===== src/rtl/spi_fifo_irq_pkg.sv =====
package spi_fifo_irq_pkg;

    localparam int NSRC          = 4;
    localparam int SRC_STRIDE    = 4;
    localparam int SRC_RX_READY  = 0;
    localparam int SRC_TX_REQ    = 1;
    localparam int SRC_RX_OVF    = 2;
    localparam int SRC_DONE      = 3;

    localparam int RX_TRIG_LSB   = 0;
    localparam int RX_FLUSH_BIT  = 15;
    localparam int TX_TRIG_LSB   = 16;
    localparam int TX_FLUSH_BIT  = 31;
    localparam int TX_CNT_LSB    = 16;

    typedef enum logic [2:0] {
        ADDR_IEN   = 3'd0,
        ADDR_ISTAT = 3'd1,
        ADDR_FCTL  = 3'd2,
        ADDR_FSTAT = 3'd3,
        ADDR_TXD   = 3'd4,
        ADDR_RXD   = 3'd5
    } reg_addr_e;

    typedef struct packed {
        logic [7:0] tx_trig;
        logic [7:0] rx_trig;
    } trig_t;

    function automatic logic [31:0] src_to_word(input logic [NSRC-1:0] s);
        logic [31:0] w;
        w = '0;
        for (int i = 0; i < NSRC; i++) w[i*SRC_STRIDE] = s[i];
        return w;
    endfunction

    function automatic logic [NSRC-1:0] word_to_src(input logic [31:0] w);
        logic [NSRC-1:0] s;
        for (int i = 0; i < NSRC; i++) s[i] = w[i*SRC_STRIDE];
        return s;
    endfunction

endpackage


===== src/rtl/byte_fifo.sv =====
module byte_fifo #(
    parameter int DEPTH = 64,
    parameter int W     = 8,
    localparam int AW   = $clog2(DEPTH),
    localparam int CW   = $clog2(DEPTH + 1)
) (
    input  logic          clk,
    input  logic          rst,
    input  logic          flush,
    input  logic          push,
    input  logic [W-1:0]  din,
    input  logic          pop,
    output logic [W-1:0]  dout,
    output logic [CW-1:0] cnt,
    output logic          full,
    output logic          empty
);
    logic [W-1:0]  mem [DEPTH];
    logic [AW-1:0] wr_ptr, rd_ptr;
    logic          do_push, do_pop;

    assign full    = (cnt == CW'(DEPTH));
    assign empty   = (cnt == '0);
    assign do_push = push && !full;
    assign do_pop  = pop && !empty;
    assign dout    = mem[rd_ptr];

    function automatic logic [AW-1:0] nxt(input logic [AW-1:0] p);
        return (p == AW'(DEPTH - 1)) ? '0 : p + 1'b1;
    endfunction

    always_ff @(posedge clk) begin
        if (do_push && !flush) mem[wr_ptr] <= din;
    end

    always_ff @(posedge clk) begin
        if (rst || flush) begin
            wr_ptr <= '0;
            rd_ptr <= '0;
            cnt    <= '0;
        end else begin
            if (do_push) wr_ptr <= nxt(wr_ptr);
            if (do_pop)  rd_ptr <= nxt(rd_ptr);
            case ({do_push, do_pop})
                2'b10:   cnt <= cnt + 1'b1;
                2'b01:   cnt <= cnt - 1'b1;
                default: cnt <= cnt;
            endcase
        end
    end


    cnt_bound_chk: assert property (@(posedge clk) disable iff (rst)
        cnt <= CW'(DEPTH));


    flush_empty_chk: assert property (@(posedge clk) disable iff (rst)
        flush |=> (cnt == '0));

endmodule


===== src/rtl/irq_pending.sv =====
module irq_pending #(
    parameter int NSRC = 4
) (
    input  logic            clk,
    input  logic            rst,
    input  logic [NSRC-1:0] lvl_set,
    input  logic [NSRC-1:0] evt_set,
    input  logic [NSRC-1:0] clr,
    input  logic [NSRC-1:0] en,
    output logic [NSRC-1:0] stat,
    output logic            irq
);
    always_ff @(posedge clk) begin
        if (rst) stat <= '0;
        else     stat <= ((stat | lvl_set) & ~clr) | evt_set;
    end

    assign irq = |(stat & en);

    for (genvar i = 0; i < NSRC; i++) begin : g_chk

        clr_wins_chk: assert property (@(posedge clk) disable iff (rst)
            (clr[i] && !evt_set[i]) |=> !stat[i]);

        sticky_hold_chk: assert property (@(posedge clk) disable iff (rst)
            (stat[i] && !clr[i]) |=> stat[i]);

        evt_sets_chk: assert property (@(posedge clk) disable iff (rst)
            evt_set[i] |=> stat[i]);
    end

endmodule


===== src/rtl/spi_fifo_irq_top.sv =====
module spi_fifo_irq_top
    import spi_fifo_irq_pkg::*;
#(
    parameter int DEPTH = 64,
    localparam int CW   = $clog2(DEPTH + 1)
) (
    input  logic        clk,
    input  logic        rst,
    input  logic [2:0]  reg_addr,
    input  logic        reg_wr,
    input  logic        reg_rd,
    input  logic [31:0] reg_wdata,
    output logic [31:0] reg_rdata,
    input  logic        tx_pop,
    output logic [7:0]  tx_byte,
    output logic        tx_empty,
    input  logic        rx_push,
    input  logic [7:0]  rx_byte,
    output logic        rx_full,
    input  logic        xfer_done,
    output logic        irq
);
    localparam logic [7:0] TRIG_RST = 8'(DEPTH / 4 * 3);

    reg_addr_e       addr;
    trig_t           trig;
    logic [NSRC-1:0] ien, stat, lvl_set, evt_set, clr;
    logic [CW-1:0]   tx_cnt, rx_cnt;
    logic [7:0]      rx_dout;
    logic            tx_full_unused, rx_empty_unused;
    logic            wr_fctl, tx_push, rx_pop, tx_flush, rx_flush;

    assign addr     = reg_addr_e'(reg_addr);
    assign wr_fctl  = reg_wr && (addr == ADDR_FCTL);
    assign tx_flush = wr_fctl && reg_wdata[TX_FLUSH_BIT];
    assign rx_flush = wr_fctl && reg_wdata[RX_FLUSH_BIT];
    assign tx_push  = reg_wr && (addr == ADDR_TXD);
    assign rx_pop   = reg_rd && (addr == ADDR_RXD);

    always_ff @(posedge clk) begin
        if (rst) begin
            ien  <= '0;
            trig <= '{tx_trig: TRIG_RST, rx_trig: TRIG_RST};
        end else if (reg_wr) begin
            if (addr == ADDR_IEN) ien <= word_to_src(reg_wdata);
            if (addr == ADDR_FCTL) begin
                trig.rx_trig <= reg_wdata[RX_TRIG_LSB +: 8];
                trig.tx_trig <= reg_wdata[TX_TRIG_LSB +: 8];
            end
        end
    end

    byte_fifo #(.DEPTH(DEPTH), .W(8)) u_tx_fifo (
        .clk(clk), .rst(rst), .flush(tx_flush),
        .push(tx_push), .din(reg_wdata[7:0]),
        .pop(tx_pop), .dout(tx_byte),
        .cnt(tx_cnt), .full(tx_full_unused), .empty(tx_empty)
    );

    byte_fifo #(.DEPTH(DEPTH), .W(8)) u_rx_fifo (
        .clk(clk), .rst(rst), .flush(rx_flush),
        .push(rx_push), .din(rx_byte),
        .pop(rx_pop), .dout(rx_dout),
        .cnt(rx_cnt), .full(rx_full), .empty(rx_empty_unused)
    );

    always_comb begin
        lvl_set = '0;
        evt_set = '0;
        lvl_set[SRC_RX_READY] = (9'(rx_cnt) >= 9'(trig.rx_trig));
        lvl_set[SRC_TX_REQ]   = (9'(tx_cnt) <= 9'(trig.tx_trig));
        evt_set[SRC_RX_OVF]   = rx_push && rx_full;
        evt_set[SRC_DONE]     = xfer_done;
        clr = (reg_wr && addr == ADDR_ISTAT) ? word_to_src(reg_wdata) : '0;
    end

    irq_pending #(.NSRC(NSRC)) u_pending (
        .clk(clk), .rst(rst),
        .lvl_set(lvl_set), .evt_set(evt_set), .clr(clr), .en(ien),
        .stat(stat), .irq(irq)
    );

    always_comb begin
        case (addr)
            ADDR_IEN:   reg_rdata = src_to_word(ien);
            ADDR_ISTAT: reg_rdata = src_to_word(stat);
            ADDR_FCTL:  reg_rdata = (32'(trig.tx_trig) << TX_TRIG_LSB)
                                  | (32'(trig.rx_trig) << RX_TRIG_LSB);
            ADDR_FSTAT: reg_rdata = (32'(tx_cnt) << TX_CNT_LSB) | 32'(rx_cnt);
            ADDR_RXD:   reg_rdata = 32'(rx_dout);
            default:    reg_rdata = '0;
        endcase
    end


    ovf_drop_chk: assert property (@(posedge clk) disable iff (rst)
        (rx_push && rx_full && !rx_pop && !rx_flush) |=> $stable(rx_cnt));


    irq_quiet_chk: assert property (@(posedge clk) disable iff (rst)
        (ien == '0) |-> !irq);

endmodule


===== config.mk =====
export PLATFORM = sky130hd
export DESIGN_NAME = spi_fifo_irq_top
export DESIGN_NICKNAME = d
export VERILOG_FILES = /design/src/rtl/spi_fifo_irq_pkg.sv /design/src/rtl/byte_fifo.sv /design/src/rtl/irq_pending.sv /design/src/rtl/spi_fifo_irq_top.sv
export SDC_FILE = /design/constraint.sdc
export NUM_CORES = 1
export LEC_CHECK = 0
export BUFFER_PORTS_ARGS = -buffer_cell sky130_fd_sc_hd__buf_4
export CAP_MARGIN = 30
export CORE_MARGIN = 3
export CORE_UTILIZATION = 40
export DETAILED_ROUTE_END_ITERATION = 8
export PLACE_DENSITY_LB_ADDON = 0.08
export SLEW_MARGIN = 15
export SYNTH_ARGS = -nofsm -noshare
export SYNTH_HDL_FRONTEND = slang
export SYNTH_SLANG_ARGS = --single-unit

===== constraint.sdc =====
create_clock -name clk -period 3 [get_ports clk]
set_input_delay 0.15 -clock clk [delete_from_list [all_inputs] [get_ports clk]]
set_output_delay 0.15 -clock clk [all_outputs]
set_load 0.02 [all_outputs]

==> qor.csv <==
stage,metric,value,unit
timing,slew_headroom,34.7,%
run_status,status,"finished, violations left",
critical_path,reg2reg_slack,0.20,ns
global_route,gr-total-overflow,0,
place,gp_congestion,0.804,
global_route,grt_pass1_vias,23500,
critical_path,path_class,register to primary output,
timing,setup_violations,16,
job,maxCapViolations,0,
clocking,clkTransAtPathRegs,0.06,ns
layout,post-route-cell-area,53200,um^2
critical_path,worstSetupEndpoint,reg_rdata[4],
layout,fin_nets,2692,
min_path,worstHoldStart,reg_wdata[5],
yosys,syn_area,43700,um^2
floorplan,floorplan.core_area,108000,um^2
critical_path,worstPathArrival,3.12,ns
yosys,ys_ff_latch,1098,
detailed_routing,vias,22300,
global_route,grt_pass1_wl,160000,um
clocking,h-tree-depth,3,
detailed_routing,antenna_left,0,
timing,slew_violations,0,
critical_path,r2r_cells,11,
global_route,grt-busiest-layer,met2,
place,io_buffers,66,
global_route,met2_usage,33.1,%
place,dp_hpwl,66200,um
clocking,cts_tree,done,
critical_path,r2r-end,u_tx_fifo.cnt[6],
layout,drive_gt1_share,34.7,%
timing,layout_setup_ws,-0.266,ns
detailed_routing,first_pass_iters,5,
yosys,async_flop_share,0,%
clocking,cts_inserted_buffers,115,
floorplan,row_count,120,
yosys,synth-main-ff-cell,edfxtp_1,
yosys,synth_seq_area_share,73.8,%
timing,rsz0062_at_grt,true,
global_route,antenna_found_initial,0,
critical_path,reg2reg_from,u_tx_fifo.cnt[5],
yosys,syn-instance-count,2225,
global_route,use_met1,25.6,%
floorplan,start_util,40.6,%
yosys,synth_edf_count,1024,
min_path,hold_class,primary input to register,
critical_path,cp-start-kind,register,
timing,period_minus_slack,3.27,ns
place,place_ws,0.0600,ns
clocking,root_buffer,clkbuf_16,
floorplan,die_h,336,um
place,dpl_cell_area,47100,um^2
detailed_routing,avgRoutedWirePerCell,26.6,um
floorplan,die-area,113000,um^2
yosys,syn_avg_cell_area,19.6,um^2
yosys,synthDistinctLibCells,58,
timing,fmax,0.306,GHz
timing,tightest_slew,0.967,ns
pwr,ir_drop,0.496,mV
pwr,power_density,664,nW/um^2
pwr,p_leak,17.0,nW
timing,whs,0.0276,ns
detailed_routing,drt_iter0_drc,1646,
floorplan,ios,93,
run_status,failed_checks,negative setup slack,
detailed_routing,vias_per_cell,5.42,
timing,hold_viol_final,0,
clocking,ctsLongestPathBuffers,3,
global_route,groute.usage.overall,19.5,%
timing,finClkSkew,0.0200,ns
timing,tns,-2.75,ns
detailed_routing,drt-total-wl,109000,um
global_route,grt_max_degree,68,
detailed_routing,route.detailed.drc,0,
clocking,cts.sinks,1098,
clocking,worstSkewPairLatency,0.69,ns
critical_path,cp.required,2.85,ns
critical_path,cp_max_fo,8,
global_route,met3_usage,3.06,%
timing,min_period_over_period,109,%
floorplan,die_x,336,um
critical_path,worstSetupEndpointType,primary output,
layout,syn2layout_area_growth,21.9,%
yosys,ys.warnings.count,0,
[what timing repair did]
action,in CTS,in global routing
endpoints found under the hold margin,28,0
hold buffers,26,0
setup buffers,40,35
pin swaps,27,34
resized for setup,126,60
endpoints found under the setup margin,16,17
cloned,15,1
[cell usage after synthesis (all sizes together) (4+ instances only)]
cell type,count,share of area (%)
nand2b,17,0.24
inv,24,0.21
a22oi,4,0.069
and3,6,0.086
o22ai,27,0.39
dfxtp,74,3.4
xnor2,9,0.18
a21oi,47,0.54
buf,84,1.2
xor2,15,0.30
a211oi,18,0.31
a31oi,7,0.11
mux2,7,0.18
o221ai,4,0.080
nand3,21,0.24
nand4,7,0.10
o211ai,9,0.15
nor3b,4,0.080
nor3,14,0.16
nand3b,12,0.21
nand2,73,0.63
edfxtp,1024,70
clkbuf,48,0.41
mux4,297,15
a21o,6,0.10
nor2,204,1.8
ha,27,0.77
nor2b,21,0.31
mux2i,44,1.0
or3,8,0.11
nand4b,5,0.10
or3b,5,0.10
o21ai,27,0.31
[cells in the final DEF, fill, tap and decap left out, drive strengths merged, types with 8 or more instances in the layout]
| cell | instances |
|---|---|
| mux2i | 44 |
| clkinv | 45 |
| a211oi | 18 |
| nand2 | 73 |
| o21ai | 27 |
| buf | 364 |
| or3 | 8 |
| xnor2 | 9 |
| mux4 | 297 |
| nor2 | 204 |
| nor3 | 14 |
| ha | 27 |
| nor2b | 21 |
| bufinv | 19 |
| a21oi | 47 |
| xor2 | 15 |
| nand2b | 17 |
| edfxtp | 1024 |
| inv | 29 |
| dlygate4sd3 | 26 |
| nand3b | 12 |
| dfxtp | 74 |
| o22ai | 27 |
| clkbuf | 145 |
| nand3 | 21 |
| conb | 14 |
| o211ai | 9 |
[sequential cells by signal, summed over array words and instances (netlist names), named ones only]
register	flops
ien	4
trig	16
u_pending.stat	4
u_rx_fifo.cnt	7
u_rx_fifo.mem	512
u_rx_fifo.rd_ptr	6
u_rx_fifo.wr_ptr	6
u_tx_fifo.cnt	7
u_tx_fifo.mem	512
u_tx_fifo.rd_ptr	6
u_tx_fifo.wr_ptr	6
[critical path, stage by stage, from the launching register on]
cell and delay [ns]:
dfxtp_4 0.40, buf_12 0.13, buf_16 0.15, buf_16 0.15, mux4_2 0.51, mux4_2 0.55, o21ai_4 0.20, nand3_2 0.13
buf_6 0.16
[kinds of logic after synthesis]
kind of cell	after synthesis	share of synthesized area, %
flops	1098	73.8
fa+ha+maj	28	0.819
mux	348	16.5
buf+inv	156	1.79
xor+xnor	24	0.481
other cells	1	0.00859
compound gates	159	2.26
simple gates	411	4.35
[per-stage QoR]
step | util (%) | instances | power [W]
2_1_floorplan | - | 2238 | 0.0190
3_3_place_gp | 43.8 | 3786 | 0.0201
3_5_place_dp | 43.8 | 3786 | 0.0202
4_1_cts | 49.0 | 4082 | 0.0358
5_1_grt | 49.4 | 4115 | 0.0366
6_report | 49.4 | 4116 | 0.0354
[final cells by class]
| class | instances | area [um^2] |
|---|---|---|
| inverter | 24 | 90.1 |
| fill | 8768 | 54400 |
| sequential | 1098 | 32300 |
| tap | 1403 | 1760 |
| antenna | 1 | 2.50 |
| clock inverter | 71 | 833 |
| multi-input combinational | 984 | 11300 |
| timing repair buffer | 391 | 3870 |
| clock buffer | 144 | 3120 |
[power by group]
| group | switching [W] | internal, W | total (W) |
|---|---|---|---|
| sequential | 0.0000668 | 0.0168 | 0.0169 |
| clock | 0.00585 | 0.00895 | 0.0148 |
| combinational | 0.00178 | 0.00191 | 0.00370 |
[worst min-delay path by stage]
stage,to,slack [ns],cells after the start
after global routing,u_rx_fifo.mem[40][7],0.02,1
after floorplan,u_rx_fifo.mem[0][0],0.25,0
final,u_tx_fifo.mem[20][5],0.03,1
after detailed placement,u_pending.stat[3],0.38,3
after CTS,u_rx_fifo.mem[60][7],0.003,1
after global placement,u_pending.stat[3],0.35,3
[metal layers]
metal | wire length, um | share of wire [%]
met1 | 46200 | 42
met2 | 55200 | 50
met3 | 4370 | 4.0
met4 | 3720 | 3.4
met5 | 0 | 0
Power figures use the tool's default switching activity.
